[src/rtl/pgdma_pkg.sv]
package pgdma_pkg;
  localparam int unsigned REG_W = 32;
  localparam int unsigned OFS_W = 6;

  localparam logic [OFS_W-1:0] OFS_MODE  = 6'h00;
  localparam logic [OFS_W-1:0] OFS_ENA   = 6'h08;
  localparam logic [OFS_W-1:0] OFS_CNT   = 6'h10;
  localparam logic [OFS_W-1:0] OFS_LADDR = 6'h18;
  localparam logic [OFS_W-1:0] OFS_TBASE = 6'h20;
  localparam logic [OFS_W-1:0] OFS_TLIM  = 6'h28;
  localparam logic [OFS_W-1:0] OFS_INVAL = 6'h30;

  localparam int unsigned ENA_RUN_BIT  = 0;
  localparam int unsigned ENA_DIR_BIT  = 1;
  localparam int unsigned ENA_DONE_BIT = 8;

  typedef enum logic [2:0] {
    ST_IDLE,
    ST_STEP,
    ST_FETCH,
    ST_DEV_IN,
    ST_MEM_WR,
    ST_MEM_RD,
    ST_DEV_OUT
  } dma_state_e;

  function automatic logic [31:0] swap_bytes32(input logic [31:0] w);
    return {w[7:0], w[15:8], w[23:16], w[31:24]};
  endfunction
endpackage

[src/rtl/pgdma_regs.sv]
module pgdma_regs
  import pgdma_pkg::*;
#(
  parameter int unsigned ADDR_W = 32,
  parameter int unsigned CNT_W  = 32
) (
  input  logic               clk,
  input  logic               rst_n,
  input  logic               wr_en_i,
  input  logic [OFS_W-1:0]   addr_i,
  input  logic [REG_W-1:0]   wdata_i,
  output logic [REG_W-1:0]   rdata_o,
  input  logic               busy_i,
  input  logic               xfer_end_i,
  output logic               run_o,
  output logic               start_o,
  output logic               start_dir_o,
  output logic [CNT_W-1:0]   cnt_o,
  output logic [ADDR_W-1:0]  laddr_o,
  output logic [ADDR_W-1:0]  tbase_o,
  output logic               done_o
);
  logic [REG_W-1:0]  mode_q;
  logic [REG_W-1:0]  tlim_q;
  logic [CNT_W-1:0]  cnt_q;
  logic [ADDR_W-1:0] laddr_q;
  logic [ADDR_W-1:0] tbase_q;
  logic              run_q;
  logic              dir_q;
  logic              done_q;
  logic              ena_wr;

  assign ena_wr      = wr_en_i && (addr_i == OFS_ENA);
  assign start_o     = ena_wr && wdata_i[ENA_RUN_BIT] && (cnt_q != '0) && !busy_i;
  assign start_dir_o = wdata_i[ENA_DIR_BIT];

  always_ff @(posedge clk) begin
    if (!rst_n) begin
      mode_q  <= '0;
      tlim_q  <= '0;
      cnt_q   <= '0;
      laddr_q <= '0;
      tbase_q <= '0;
      run_q   <= 1'b0;
      dir_q   <= 1'b0;
      done_q  <= 1'b0;
    end else begin
      if (wr_en_i) begin
        case (addr_i)
          OFS_MODE:  mode_q  <= wdata_i;
          OFS_ENA: begin
            run_q  <= wdata_i[ENA_RUN_BIT];
            dir_q  <= wdata_i[ENA_DIR_BIT];
            done_q <= 1'b0;
          end
          OFS_CNT:   cnt_q   <= CNT_W'(wdata_i);
          OFS_LADDR: laddr_q <= ADDR_W'(wdata_i);
          OFS_TBASE: tbase_q <= ADDR_W'(wdata_i);
          OFS_TLIM:  tlim_q  <= wdata_i;
          default: ;
        endcase
      end
      if (xfer_end_i) begin
        done_q <= 1'b1;
        cnt_q  <= '0;
      end
    end
  end

  always_comb begin
    rdata_o = '0;
    case (addr_i)
      OFS_MODE:  rdata_o = mode_q;
      OFS_ENA: begin
        rdata_o[ENA_RUN_BIT]  = run_q;
        rdata_o[ENA_DIR_BIT]  = dir_q;
        rdata_o[ENA_DONE_BIT] = done_q;
      end
      OFS_CNT:   rdata_o = REG_W'(cnt_q);
      OFS_LADDR: rdata_o = REG_W'(laddr_q);
      OFS_TBASE: rdata_o = REG_W'(tbase_q);
      OFS_TLIM:  rdata_o = tlim_q;
      default:   rdata_o = '0;
    endcase
  end

  assign run_o   = run_q;
  assign cnt_o   = cnt_q;
  assign laddr_o = laddr_q;
  assign tbase_o = tbase_q;
  assign done_o  = done_q;

  // the end of a transfer empties the count and raises done
  assert_end_zero_count_R9: assert property (@(posedge clk) disable iff (!rst_n)
    xfer_end_i |=> (cnt_q == '0) && done_q);

  // an enable write without a coinciding end leaves done low
  assert_done_cleared_R10: assert property (@(posedge clk) disable iff (!rst_n)
    (ena_wr && !xfer_end_i) |=> !done_q);
endmodule

[src/rtl/pgdma_xlate.sv]
module pgdma_xlate
  import pgdma_pkg::*;
#(
  parameter int unsigned ADDR_W      = 32,
  parameter int unsigned PAGE_BITS   = 12,
  parameter int unsigned STRIDE_LOG2 = 3
) (
  input  logic              clk,
  input  logic              rst_n,
  input  logic              big_endian_i,
  input  logic [ADDR_W-1:0] tbase_i,
  input  logic [ADDR_W-1:0] laddr_i,
  input  logic [31:0]       raw_i,
  input  logic              load_i,
  output logic [ADDR_W-1:0] tbl_addr_o,
  output logic [ADDR_W-1:0] phys_addr_o
);
  localparam int unsigned FRAME_W = ADDR_W - PAGE_BITS;

  logic [FRAME_W-1:0] frame_q;
  logic [ADDR_W-1:0]  slot_value;

  function automatic logic [ADDR_W-1:0] slot_address(input logic [ADDR_W-1:0] base,
                                                     input logic [ADDR_W-1:0] la);
    return base + ((la >> PAGE_BITS) << STRIDE_LOG2);
  endfunction

  function automatic logic [ADDR_W-1:0] decode_slot(input logic [31:0] raw, input logic be);
    return ADDR_W'(be ? swap_bytes32(raw) : raw);
  endfunction

  assign slot_value  = decode_slot(raw_i, big_endian_i);
  assign tbl_addr_o  = slot_address(tbase_i, laddr_i);
  assign phys_addr_o = {frame_q, laddr_i[PAGE_BITS-1:0]};

  always_ff @(posedge clk) begin
    if (!rst_n)      frame_q <= '0;
    else if (load_i) frame_q <= slot_value[ADDR_W-1:PAGE_BITS];
  end
endmodule

[src/rtl/pgdma_ctrl.sv]
module pgdma_ctrl
  import pgdma_pkg::*;
#(
  parameter int unsigned ADDR_W    = 32,
  parameter int unsigned CNT_W     = 32,
  parameter int unsigned PAGE_BITS = 12
) (
  input  logic              clk,
  input  logic              rst_n,
  input  logic              start_i,
  input  logic              start_dir_i,
  input  logic              run_i,
  input  logic [ADDR_W-1:0] laddr0_i,
  input  logic [CNT_W-1:0]  cnt0_i,
  output logic              busy_o,
  output logic              xfer_end_o,
  output logic [ADDR_W-1:0] lptr_o,
  output logic              frame_load_o,
  output logic              mem_req_o,
  output logic              mem_we_o,
  output logic              mem_word_o,
  input  logic              mem_ack_i,
  input  logic [7:0]        mem_rbyte_i,
  output logic [7:0]        mem_wdata_o,
  input  logic              dev_in_valid_i,
  input  logic [7:0]        dev_in_data_i,
  input  logic              dev_in_last_i,
  output logic              dev_in_ready_o,
  output logic              dev_out_valid_o,
  output logic [7:0]        dev_out_data_o,
  input  logic              dev_out_ready_i
);
  dma_state_e        state;
  logic [ADDR_W-1:0] lptr;
  logic [CNT_W-1:0]  rem;
  logic              dir_q;
  logic              need_fetch;
  logic              first_q;
  logic              last_q;
  logic [7:0]        byte_q;

  // named events for the assertions and the datapath
  logic              byte_done;
  logic              final_byte;
  logic [ADDR_W-1:0] next_lptr;
  logic              cross_page;

  assign byte_done  = ((state == ST_MEM_WR) && mem_ack_i) ||
                      ((state == ST_DEV_OUT) && dev_out_ready_i);
  assign final_byte = (rem == CNT_W'(1)) || last_q;
  assign next_lptr  = lptr + ADDR_W'(1);
  assign cross_page = (next_lptr[PAGE_BITS-1:0] == '0);

  always_ff @(posedge clk) begin
    if (!rst_n) begin
      state      <= ST_IDLE;
      lptr       <= '0;
      rem        <= '0;
      dir_q      <= 1'b0;
      need_fetch <= 1'b0;
      first_q    <= 1'b0;
      last_q     <= 1'b0;
      byte_q     <= '0;
    end else begin
      case (state)
        ST_IDLE: if (start_i) begin
          lptr       <= laddr0_i;
          rem        <= cnt0_i;
          dir_q      <= start_dir_i;
          need_fetch <= 1'b1;
          first_q    <= 1'b1;
          last_q     <= 1'b0;
          state      <= ST_STEP;
        end
        ST_STEP: if (run_i) begin
          if (need_fetch) state <= ST_FETCH;
          else            state <= dir_q ? ST_MEM_RD : ST_DEV_IN;
        end
        ST_FETCH: if (mem_ack_i) begin
          need_fetch <= 1'b0;
          first_q    <= 1'b0;
          state      <= dir_q ? ST_MEM_RD : ST_DEV_IN;
        end
        ST_DEV_IN: if (dev_in_valid_i) begin
          byte_q <= dev_in_data_i;
          last_q <= dev_in_last_i;
          state  <= ST_MEM_WR;
        end
        ST_MEM_RD: if (mem_ack_i) begin
          byte_q <= mem_rbyte_i;
          state  <= ST_DEV_OUT;
        end
        default: ;
      endcase
      if (byte_done) begin
        if (final_byte) begin
          state <= ST_IDLE;
        end else begin
          lptr       <= next_lptr;
          rem        <= rem - CNT_W'(1);
          need_fetch <= cross_page;
          state      <= ST_STEP;
        end
      end
    end
  end

  assign busy_o          = (state != ST_IDLE);
  assign xfer_end_o      = byte_done && final_byte;
  assign lptr_o          = lptr;
  assign frame_load_o    = (state == ST_FETCH) && mem_ack_i;
  assign mem_req_o       = (state == ST_FETCH) || (state == ST_MEM_WR) || (state == ST_MEM_RD);
  assign mem_we_o        = (state == ST_MEM_WR);
  assign mem_word_o      = (state == ST_FETCH);
  assign mem_wdata_o     = byte_q;
  assign dev_in_ready_o  = (state == ST_DEV_IN);
  assign dev_out_valid_o = (state == ST_DEV_OUT);
  assign dev_out_data_o  = byte_q;

  // a request keeps its kind and page pointer until acknowledged
  assert_req_hold_R3: assert property (@(posedge clk) disable iff (!rst_n)
    (mem_req_o && !mem_ack_i) |=> mem_req_o && $stable(mem_we_o) && $stable(mem_word_o) && $stable(lptr));

  // after the first lookup, a slot is read only at a page start
  assert_refetch_boundary_R6: assert property (@(posedge clk) disable iff (!rst_n)
    (frame_load_o && !first_q) |-> (lptr[PAGE_BITS-1:0] == '0));

  // no outbound byte offered during an inbound transfer
  assert_out_dir_R7: assert property (@(posedge clk) disable iff (!rst_n)
    dev_out_valid_o |-> dir_q);

  // inbound data is refused while the transfer is outbound
  assert_in_refused_R8: assert property (@(posedge clk) disable iff (!rst_n)
    dev_in_ready_o |-> !dir_q);

  // with run low between bytes, no new memory request appears
  assert_paused_no_req_R11: assert property (@(posedge clk) disable iff (!rst_n)
    ((state == ST_STEP) && !run_i) |=> !mem_req_o);
endmodule

[src/rtl/pgdma_top.sv]
module pgdma_top
  import pgdma_pkg::*;
#(
  parameter int unsigned ADDR_W      = 32,
  parameter int unsigned CNT_W       = 32,
  parameter int unsigned PAGE_BITS   = 12,
  parameter int unsigned STRIDE_LOG2 = 3
) (
  input  logic              clk,
  input  logic              rst_n,
  input  logic              big_endian_i,
  input  logic              reg_wr_en_i,
  input  logic [5:0]        reg_addr_i,
  input  logic [31:0]       reg_wdata_i,
  output logic [31:0]       reg_rdata_o,
  output logic              mem_req_o,
  output logic              mem_we_o,
  output logic              mem_word_o,
  output logic [ADDR_W-1:0] mem_addr_o,
  output logic [7:0]        mem_wdata_o,
  input  logic              mem_ack_i,
  input  logic [31:0]       mem_rdata_i,
  input  logic              dev_in_valid_i,
  input  logic [7:0]        dev_in_data_i,
  input  logic              dev_in_last_i,
  output logic              dev_in_ready_o,
  output logic              dev_out_valid_o,
  output logic [7:0]        dev_out_data_o,
  input  logic              dev_out_ready_i,
  output logic              done_o
);
  logic              busy, xfer_end, run, start, start_dir, frame_load;
  logic [CNT_W-1:0]  cnt;
  logic [ADDR_W-1:0] laddr0, tbase, lptr, tbl_addr, phys_addr;

  pgdma_regs #(.ADDR_W(ADDR_W), .CNT_W(CNT_W)) regs_i (
    .clk(clk), .rst_n(rst_n),
    .wr_en_i(reg_wr_en_i), .addr_i(reg_addr_i), .wdata_i(reg_wdata_i), .rdata_o(reg_rdata_o),
    .busy_i(busy), .xfer_end_i(xfer_end),
    .run_o(run), .start_o(start), .start_dir_o(start_dir),
    .cnt_o(cnt), .laddr_o(laddr0), .tbase_o(tbase), .done_o(done_o)
  );

  pgdma_xlate #(.ADDR_W(ADDR_W), .PAGE_BITS(PAGE_BITS), .STRIDE_LOG2(STRIDE_LOG2)) xlate_i (
    .clk(clk), .rst_n(rst_n), .big_endian_i(big_endian_i),
    .tbase_i(tbase), .laddr_i(lptr), .raw_i(mem_rdata_i), .load_i(frame_load),
    .tbl_addr_o(tbl_addr), .phys_addr_o(phys_addr)
  );

  pgdma_ctrl #(.ADDR_W(ADDR_W), .CNT_W(CNT_W), .PAGE_BITS(PAGE_BITS)) ctrl_i (
    .clk(clk), .rst_n(rst_n),
    .start_i(start), .start_dir_i(start_dir), .run_i(run),
    .laddr0_i(laddr0), .cnt0_i(cnt),
    .busy_o(busy), .xfer_end_o(xfer_end), .lptr_o(lptr), .frame_load_o(frame_load),
    .mem_req_o(mem_req_o), .mem_we_o(mem_we_o), .mem_word_o(mem_word_o),
    .mem_ack_i(mem_ack_i), .mem_rbyte_i(mem_rdata_i[7:0]), .mem_wdata_o(mem_wdata_o),
    .dev_in_valid_i(dev_in_valid_i), .dev_in_data_i(dev_in_data_i), .dev_in_last_i(dev_in_last_i),
    .dev_in_ready_o(dev_in_ready_o),
    .dev_out_valid_o(dev_out_valid_o), .dev_out_data_o(dev_out_data_o),
    .dev_out_ready_i(dev_out_ready_i)
  );

  assign mem_addr_o = mem_word_o ? tbl_addr : phys_addr;
endmodule

[config.mk]
export PLATFORM = sky130hd
export DESIGN_NAME = pgdma_top
export DESIGN_NICKNAME = d
export VERILOG_FILES = /design/src/rtl/pgdma_pkg.sv /design/src/rtl/pgdma_regs.sv /design/src/rtl/pgdma_xlate.sv /design/src/rtl/pgdma_ctrl.sv /design/src/rtl/pgdma_top.sv
export SDC_FILE = /design/constraint.sdc
export NUM_CORES = 1
export LEC_CHECK = 0
export BUFFER_PORTS_ARGS = -buffer_cell sky130_fd_sc_hd__buf_2
export CAP_MARGIN = 20
export CORE_MARGIN = 2
export CORE_UTILIZATION = 50
export DETAILED_ROUTE_END_ITERATION = 6
export PLACE_DENSITY = 0.71
export SKIP_CTS_REPAIR_TIMING = 1
export SLEW_MARGIN = 20
export SYNTH_ARGS = -nofsm -noshare
export SYNTH_HDL_FRONTEND = slang
export SYNTH_SLANG_ARGS = --single-unit
export TNS_END_PERCENT = 30
[constraint.sdc]
create_clock -name clk -period 7.9 [get_ports clk]
set_input_delay 0.395 -clock clk [delete_from_list [all_inputs] [get_ports clk]]
set_output_delay 0.395 -clock clk [all_outputs]
set_load 0.02 [all_outputs]
# Word-level counts from Yosys, hierarchy flattened
# Cells that the tools add are included.
# op_classes
eq_ne,20
reduce_logical,35
n_addsub,3
n_bitwise,1
muxes,38
# op_table
operator,n
32-bit 2-to-1 mux,10
23-bit case mux with 5 select lines,1
"32-bit by 1-bit adder with 32-bit output, second input constant",1
32-bit by 23-bit adder with 32-bit output,1
"32-bit by 1-bit == test with 1-bit output, second input constant",1
32-bit nonzero test,1
"32-bit by 1-bit subtractor with 32-bit output, second input constant",1
6-bit case mux with 5 select lines,1
3-bit 2-to-1 mux,8
8-bit 2-to-1 mux,2
8-bit case mux with 2 select lines,1
2-bit AND reduction,8
3-bit case mux with 5 select lines,1
"6-bit by 5-bit == test with 1-bit output, second input constant",2
"6-bit == test, second input constant",2
12-bit logical NOT,1
2-bit case mux with 6 select lines,1
1-bit 2-to-1 mux,10
"3-bit == test, second input constant",3
"3-bit by 2-bit inequality test with 1-bit output, second input constant",3
1-bit logical AND,8
2-bit nonzero test,4
"3-bit by 2-bit == test with 1-bit output, second input constant",2
"6-bit by 4-bit == test with 1-bit output, second input constant",1
16 further kinds,23
# totals
input_bits,86
word_cells,113
output_inout_bits,86
ff_bits,261

# Longest topological paths before layout
# logic_depth
word_depth,9
depth_mapped,12
ltp_nobuf,10

# Cells and area by module
# From an unflattened synthesis, not the netlist that was laid out.
# hier_totals
hier_cells,1901
area_unflattened_um2,15748.9
# by_module_without_submodules
module,cells_each,instances,area_per_inst_um2
pgdma_regs,919,1,7876.3
pgdma_ctrl,668,1,5006.1
pgdma_xlate,278,1,2322.2
pgdma_top,36,1,544.3

# Worst setup path before layout
# OpenSTA, ideal clock, no wires.
# synth_path
path_kind,register to output
from,"register ctrl_i.lptr[13], in the netlist ctrl_i.lptr_o[13]"
to,output port mem_addr_o[24]
t_arrival_ns,2.856
stages_incl_launch_ff,10
setup_slack_ns,4.649
n_path_buf,0
cell_sequence,dfxtp_1 ha_1 a211oi_1 o21ai_0 a31oi_1 o31ai_1 o311ai_0 a21boi_0 xnor2_1 o21ai_0
# synth_via
elab_chain_cells,2
# synth_lines
element,line_no,source
"start, declared",pgdma_ctrl.sv:34,logic [ADDR_W-1:0] lptr;
"start signal, assigned",pgdma_ctrl.sv:67,lptr <= laddr0_i;
"start signal, assigned",pgdma_ctrl.sv:99,lptr <= next_lptr;
32-bit by 23-bit adder with 32-bit output,pgdma_xlate.sv:25,return base + ((la >> PAGE_BITS) << STRIDE_LOG2);
32-bit 2-to-1 mux,pgdma_top.sv:63,assign mem_addr_o = mem_word_o ? tbl_addr : phys_addr;
"end, declared",pgdma_top.sv:19,"output logic [ADDR_W-1:0] mem_addr_o,"
# No other way between the ends.

# Worst setup path in the final report
# Same ends and word-level chain as after synthesis.

==> results <==
- The library cell used as clock root buffer is sky130_fd_sc_hd__clkbuf_16.
- The number of antenna violations at the first check in global routing came to 0.
- Cells with a size suffix above 1 make up roughly 14% of the layout.
- The post-placement worst setup slack is between 4000 and 5000 ps.
- The biggest area contributor in the post-synthesis netlist is sky130_fd_sc_hd__dfxtp_1.
- The final setup TNS is 0 ps.
- The cell count after placement is ~2200.
- Traced cell by cell, the critical path runs through ha_1 -> a211oi_1 -> o21ai_0 -> a31oi_1 -> o31ai_1 -> o311ai_0 -> a21boi_0 -> xnor2_1 -> o21ai_0 -> buf_2.
- The power per cell area is 206 mW/mm2.
- Global routing finished with a remaining overflow of 0.
- In this run the tightest slew margin relative to its limit is between 20% and 30%.
- The final max-slew violation count was 0.
- The routed via count divided by cell count is slightly above 6.
- Setup repair after global routing left no endpoint under its margin.
- Ranked by instance count, the synthesized netlist is headed by sky130_fd_sc_hd__nand2_1, sky130_fd_sc_hd__dfxtp_1, sky130_fd_sc_hd__a21oi_1.
- After floorplanning, the core was divided into 59 placement rows.
- The first global-routing pass estimated roughly 70 mm of wire.
- The part of the power in the clock network is approximately 45%.
- Counting along the longest clock path gives a buffer depth of 3.
- The cell with the largest stage delay on the worst path is sky130_fd_sc_hd__o311ai_0.
- For this block, wires on met1 add up to about 20 mm.
- The internal power of the cells totals ~2300 uW.
- The share of the cycle needed by the critical path after routing is approximately 56%.
- Based on the critical path, the design can be clocked at up to 225 MHz.
- For this run, design rule violations remaining after detail routing come to 0.
- For the worst setup path, the data arrival time is approximately 4000 ps.
- The routed design uses approximately 4.1 mm of met3 wire.
- In this run, synthesis inferred 0 flip-flops with an integrated enable.
- The mapped netlist covers roughly 0.013 mm2.
- The clock tree from TritonCTS is yes.
- The total nets after synthesis is between 1500 and 2000.
- The met2 wire length is between 15 and 20 mm.
- In this design, the stage delay of the slowest critical-path cell is approximately 800 ps.
- Summing internal, switching and leakage power gives between 3000 and 4000 uW.
- The count of antenna-violating nets left after detailed routing is 0.
- Once the floorplan was initialized, standard cells occupied around half of the core.
- Fill cells in the final layout number between 2000 and 2500.
- IR analysis of the VDD net gives a maximum drop of approximately 0.17 mV.
- In the post-synthesis netlist, the cell with the most instances is sky130_fd_sc_hd__nand2_1.
- The floorplan step defined a die boundary enclosing ~0.028 mm2.
- The share of the Yosys chip area taken by registers is between 30% and 40%.
- The setup path with the least slack is of type flip-flop to output pin.
- The primary flip-flop cell chosen by synthesis mapping is sky130_fd_sc_hd__dfxtp_1.
- After clock tree synthesis, the clock-pin slew on the worst setup and hold paths is roughly 60 ps.
- In this run the number of H-tree levels came out at 1.
- Wires add up to ~45 mm.
- The number of DRC violations after detailed-routing iteration 0 is 1672.
- Summed over its instances, the top area cell type makes up approximately two fifths of the synthesized netlist area.
- The average wire per standard cell is 20.2 um.
- The congestion estimate from routability-driven global placement came to 0.950.
- The uppermost layer routed is met4.
- The hold-critical path depth is 3.
- In the synthesized netlist the async set-or-reset flop fraction comes to 0%.
- After layout, the worst setup slack is roughly 3500 ps.
- The area growth from synthesis to final layout is 14.0%.
- Yosys printed 0 warnings.
- The dominant delay contributor by cell family on the critical path is compound AO/OA/AOI/OAI gates.
- During I/O placement, the number of pins put on the boundary was about 170.
- Among the stages of the critical path, the cell type that occurs most often is sky130_fd_sc_hd__o21ai_0.
- Between clock sinks in the finished design, the worst skew comes to 21.2 ps.
- The number of input and output port buffers inserted is 171.
- Detailed routing inserted a total of between 10000 and 15000 vias.
- The synthesized area divided by synthesized cell count is around 7.5 um2.
- The total CTS buffers is 28.
- The flow ran to the end, and the final reports show no timing, DRC or antenna violations.
- The number of buffers and inverters on the critical path is 1.
- The element type at the critical path end is an output pin.
- The leakage power is 0.00568 uW.
- The worst-margin pin slew is roughly 1200 ps.
- The area of the core is roughly 0.026 mm2.
- Excluding fillers, the count of instances in the completed layout stands at ~2200.
- The required time at the worst-slack endpoint is approximately 7500 ps.
- Of all nets on the critical path, the largest fanout is 6.
- After synthesis, the netlist uses 70 different library cells.
- Yosys attributes the largest share of cell area to sky130_fd_sc_hd__dfxtp_1, sky130_fd_sc_hd__nand2_1, sky130_fd_sc_hd__a21oi_1.
- Measured in cells, the most critical reg-to-reg path has a length of 9.
- The count of maximum capacitance violations is 0.
- In this run switching power makes up a little over a quarter of total power.
- The worst path needs between 4000 and 5000 ps of the cycle, external delays included.
- The startpoint type of the worst setup path is a flip-flop.
- The floorplan die width is roughly 170 um.
- The die outline height is 167 um.
- Global routing used a little under a third of the available tracks.
- The HPWL after detailed placement is 30.8 mm.
- The logic depth of the worst path, buffers included is 10.
- For this run, the detailed router's first-pass iteration total came to 7.
- The worst-skew pair later-pin latency is ~550 ps.
- The largest net degree at the start of global routing is ~130.
- The number of failing setup endpoints in the final timing report is 0.
- The final-report hold violation count is 0.
- The via count of the first global-routing pass came to about 12000.
- Counting every sink on the clock net gives ~260.
- The power share of the combinational group is approximately a tenth.
- Summed over all nets, the switching power comes to roughly 840 uW.
- The total inserted antenna cells is 0.
- In this run, flip-flops and latches consume between 40 and 50% of the power.
- After technology mapping, the gate count stands at between 1500 and 2000.
- The kind of path behind the tightest hold check is primary input to flip-flop.
- The layout net count is between 1500 and 2000.
- The post-synthesis register bit count is 261.
-- stage by stage --
stage | utilization (%) | hold slack, ps | instance area (um2)
2_1_floorplan | - | 436 | 13300
3_3_place_gp | 54.4 | 441 | 14200
3_5_place_dp | 54.4 | 446 | 14200
4_1_cts | 58.1 | 103 | 15100
5_1_grt | 58.1 | 121 | 15100
6_report | 58.1 | 124 | 15100
-- routing by layer --
layer / up-vias / track usage (%)
met4: 0 / 7.68
met1: 6498 / 45.2
met2: 642 / 46.7
met5: - / 0
met3: 64 / 5.68
li1: 6501 / -
-- cell families (layout without fill, tap and decap cells) --
group,count (synthesis),after routing,share of synthesized area (%)
mux,28,28,2.18
xor+xnor,25,25,1.65
simple gates,767,767,24.7
buf+inv,157,261,4.98
flops,261,261,39.3
fa+ha+maj,25,25,2.41
compound gates,520,520,24.8
-- layout make-up --
class,instances,area [um2],area share (%)
Clock buffer,35,778,5.14
Clock inverter,16,195,1.29
Inverter,15,61.3,0.405
Multi-Input combinational cell,1365,7430,49.1
Sequential cell,261,5230,34.5
Tap cell,335,419,2.77
Timing Repair Buffer,195,1040,6.84
-- power by group through the flow --
stage / Clock [uW] / Sequential (uW) / Combinational, uW
2_1_floorplan: 0 / 1400 / 222
3_3_place_gp: 0 / 1410 / 327
3_5_place_dp: 0 / 1410 / 329
4_1_cts: 1410 / 1380 / 331
5_1_grt: 1470 / 1390 / 362
6_report: 1400 / 1380 / 333
-- layout by cell type (no fill, tap or decap), types with 5 or more instances in the layout --
cell type and instances:
sky130_fd_sc_hd__a211oi_1 28, sky130_fd_sc_hd__a21o_1 9, sky130_fd_sc_hd__a21oi_1 235, sky130_fd_sc_hd__a221oi_1 14, sky130_fd_sc_hd__a222oi_1 32, sky130_fd_sc_hd__a22oi_1 42
sky130_fd_sc_hd__a311oi_1 11, sky130_fd_sc_hd__a31oi_1 17, sky130_fd_sc_hd__and2_1 10, sky130_fd_sc_hd__and3_1 9, sky130_fd_sc_hd__buf_2 171, sky130_fd_sc_hd__buf_4 24
sky130_fd_sc_hd__clkbuf_16 29, sky130_fd_sc_hd__clkinv_2 7, sky130_fd_sc_hd__dfxtp_1 261, sky130_fd_sc_hd__ha_1 24, sky130_fd_sc_hd__inv_1 14, sky130_fd_sc_hd__mux2_2 7
sky130_fd_sc_hd__mux2i_1 21, sky130_fd_sc_hd__nand2_1 491, sky130_fd_sc_hd__nand2b_1 5, sky130_fd_sc_hd__nand3_1 43, sky130_fd_sc_hd__nand4_1 13, sky130_fd_sc_hd__nor2_1 95
sky130_fd_sc_hd__nor2_2 6, sky130_fd_sc_hd__nor2b_1 8, sky130_fd_sc_hd__nor3_1 27, sky130_fd_sc_hd__nor4_1 17, sky130_fd_sc_hd__o211ai_1 10, sky130_fd_sc_hd__o21ai_0 70
sky130_fd_sc_hd__o21ai_1 6, sky130_fd_sc_hd__o21bai_1 5, sky130_fd_sc_hd__o311ai_0 10, sky130_fd_sc_hd__or3_1 12, sky130_fd_sc_hd__xnor2_1 14, sky130_fd_sc_hd__xor2_1 11
-- sequential cells by signal (all words and copies together) (netlist names), 3 cells and up --
signal	cells
regs_i.cnt_o	32
ctrl_i.lptr_o	32
ctrl_i.rem	32
regs_i.tlim_q	32
ctrl_i.dev_out_data_o	8
xlate_i.frame_q	20
ctrl_i.state	3
regs_i.laddr_o	32
regs_i.tbase_o	32
regs_i.mode_q	32
-- worst paths after layout --
check                    start                       end  slack, ps
max          ctrl_i.lptr_o[13]            mem_addr_o[24]       3460
min reg2reg   regs_i.mode_q[4]          regs_i.mode_q[4]        460
min           dev_in_data_i[0]  ctrl_i.dev_out_data_o[0]        120
max reg2reg     ctrl_i.rem[24]         ctrl_i.lptr_o[31]       4530
-- worst reg2reg max path, delay by kind of cell, from the launching register on --
| kind | cells | cell delay (ps) |
|---|---|---|
| simple gates | 5 | 1920 |
| compound gates | 3 | 610 |
| buf+inv | 1 | 410 |
| flops | 1 | 340 |
Power figures use the tool's default switching activity.
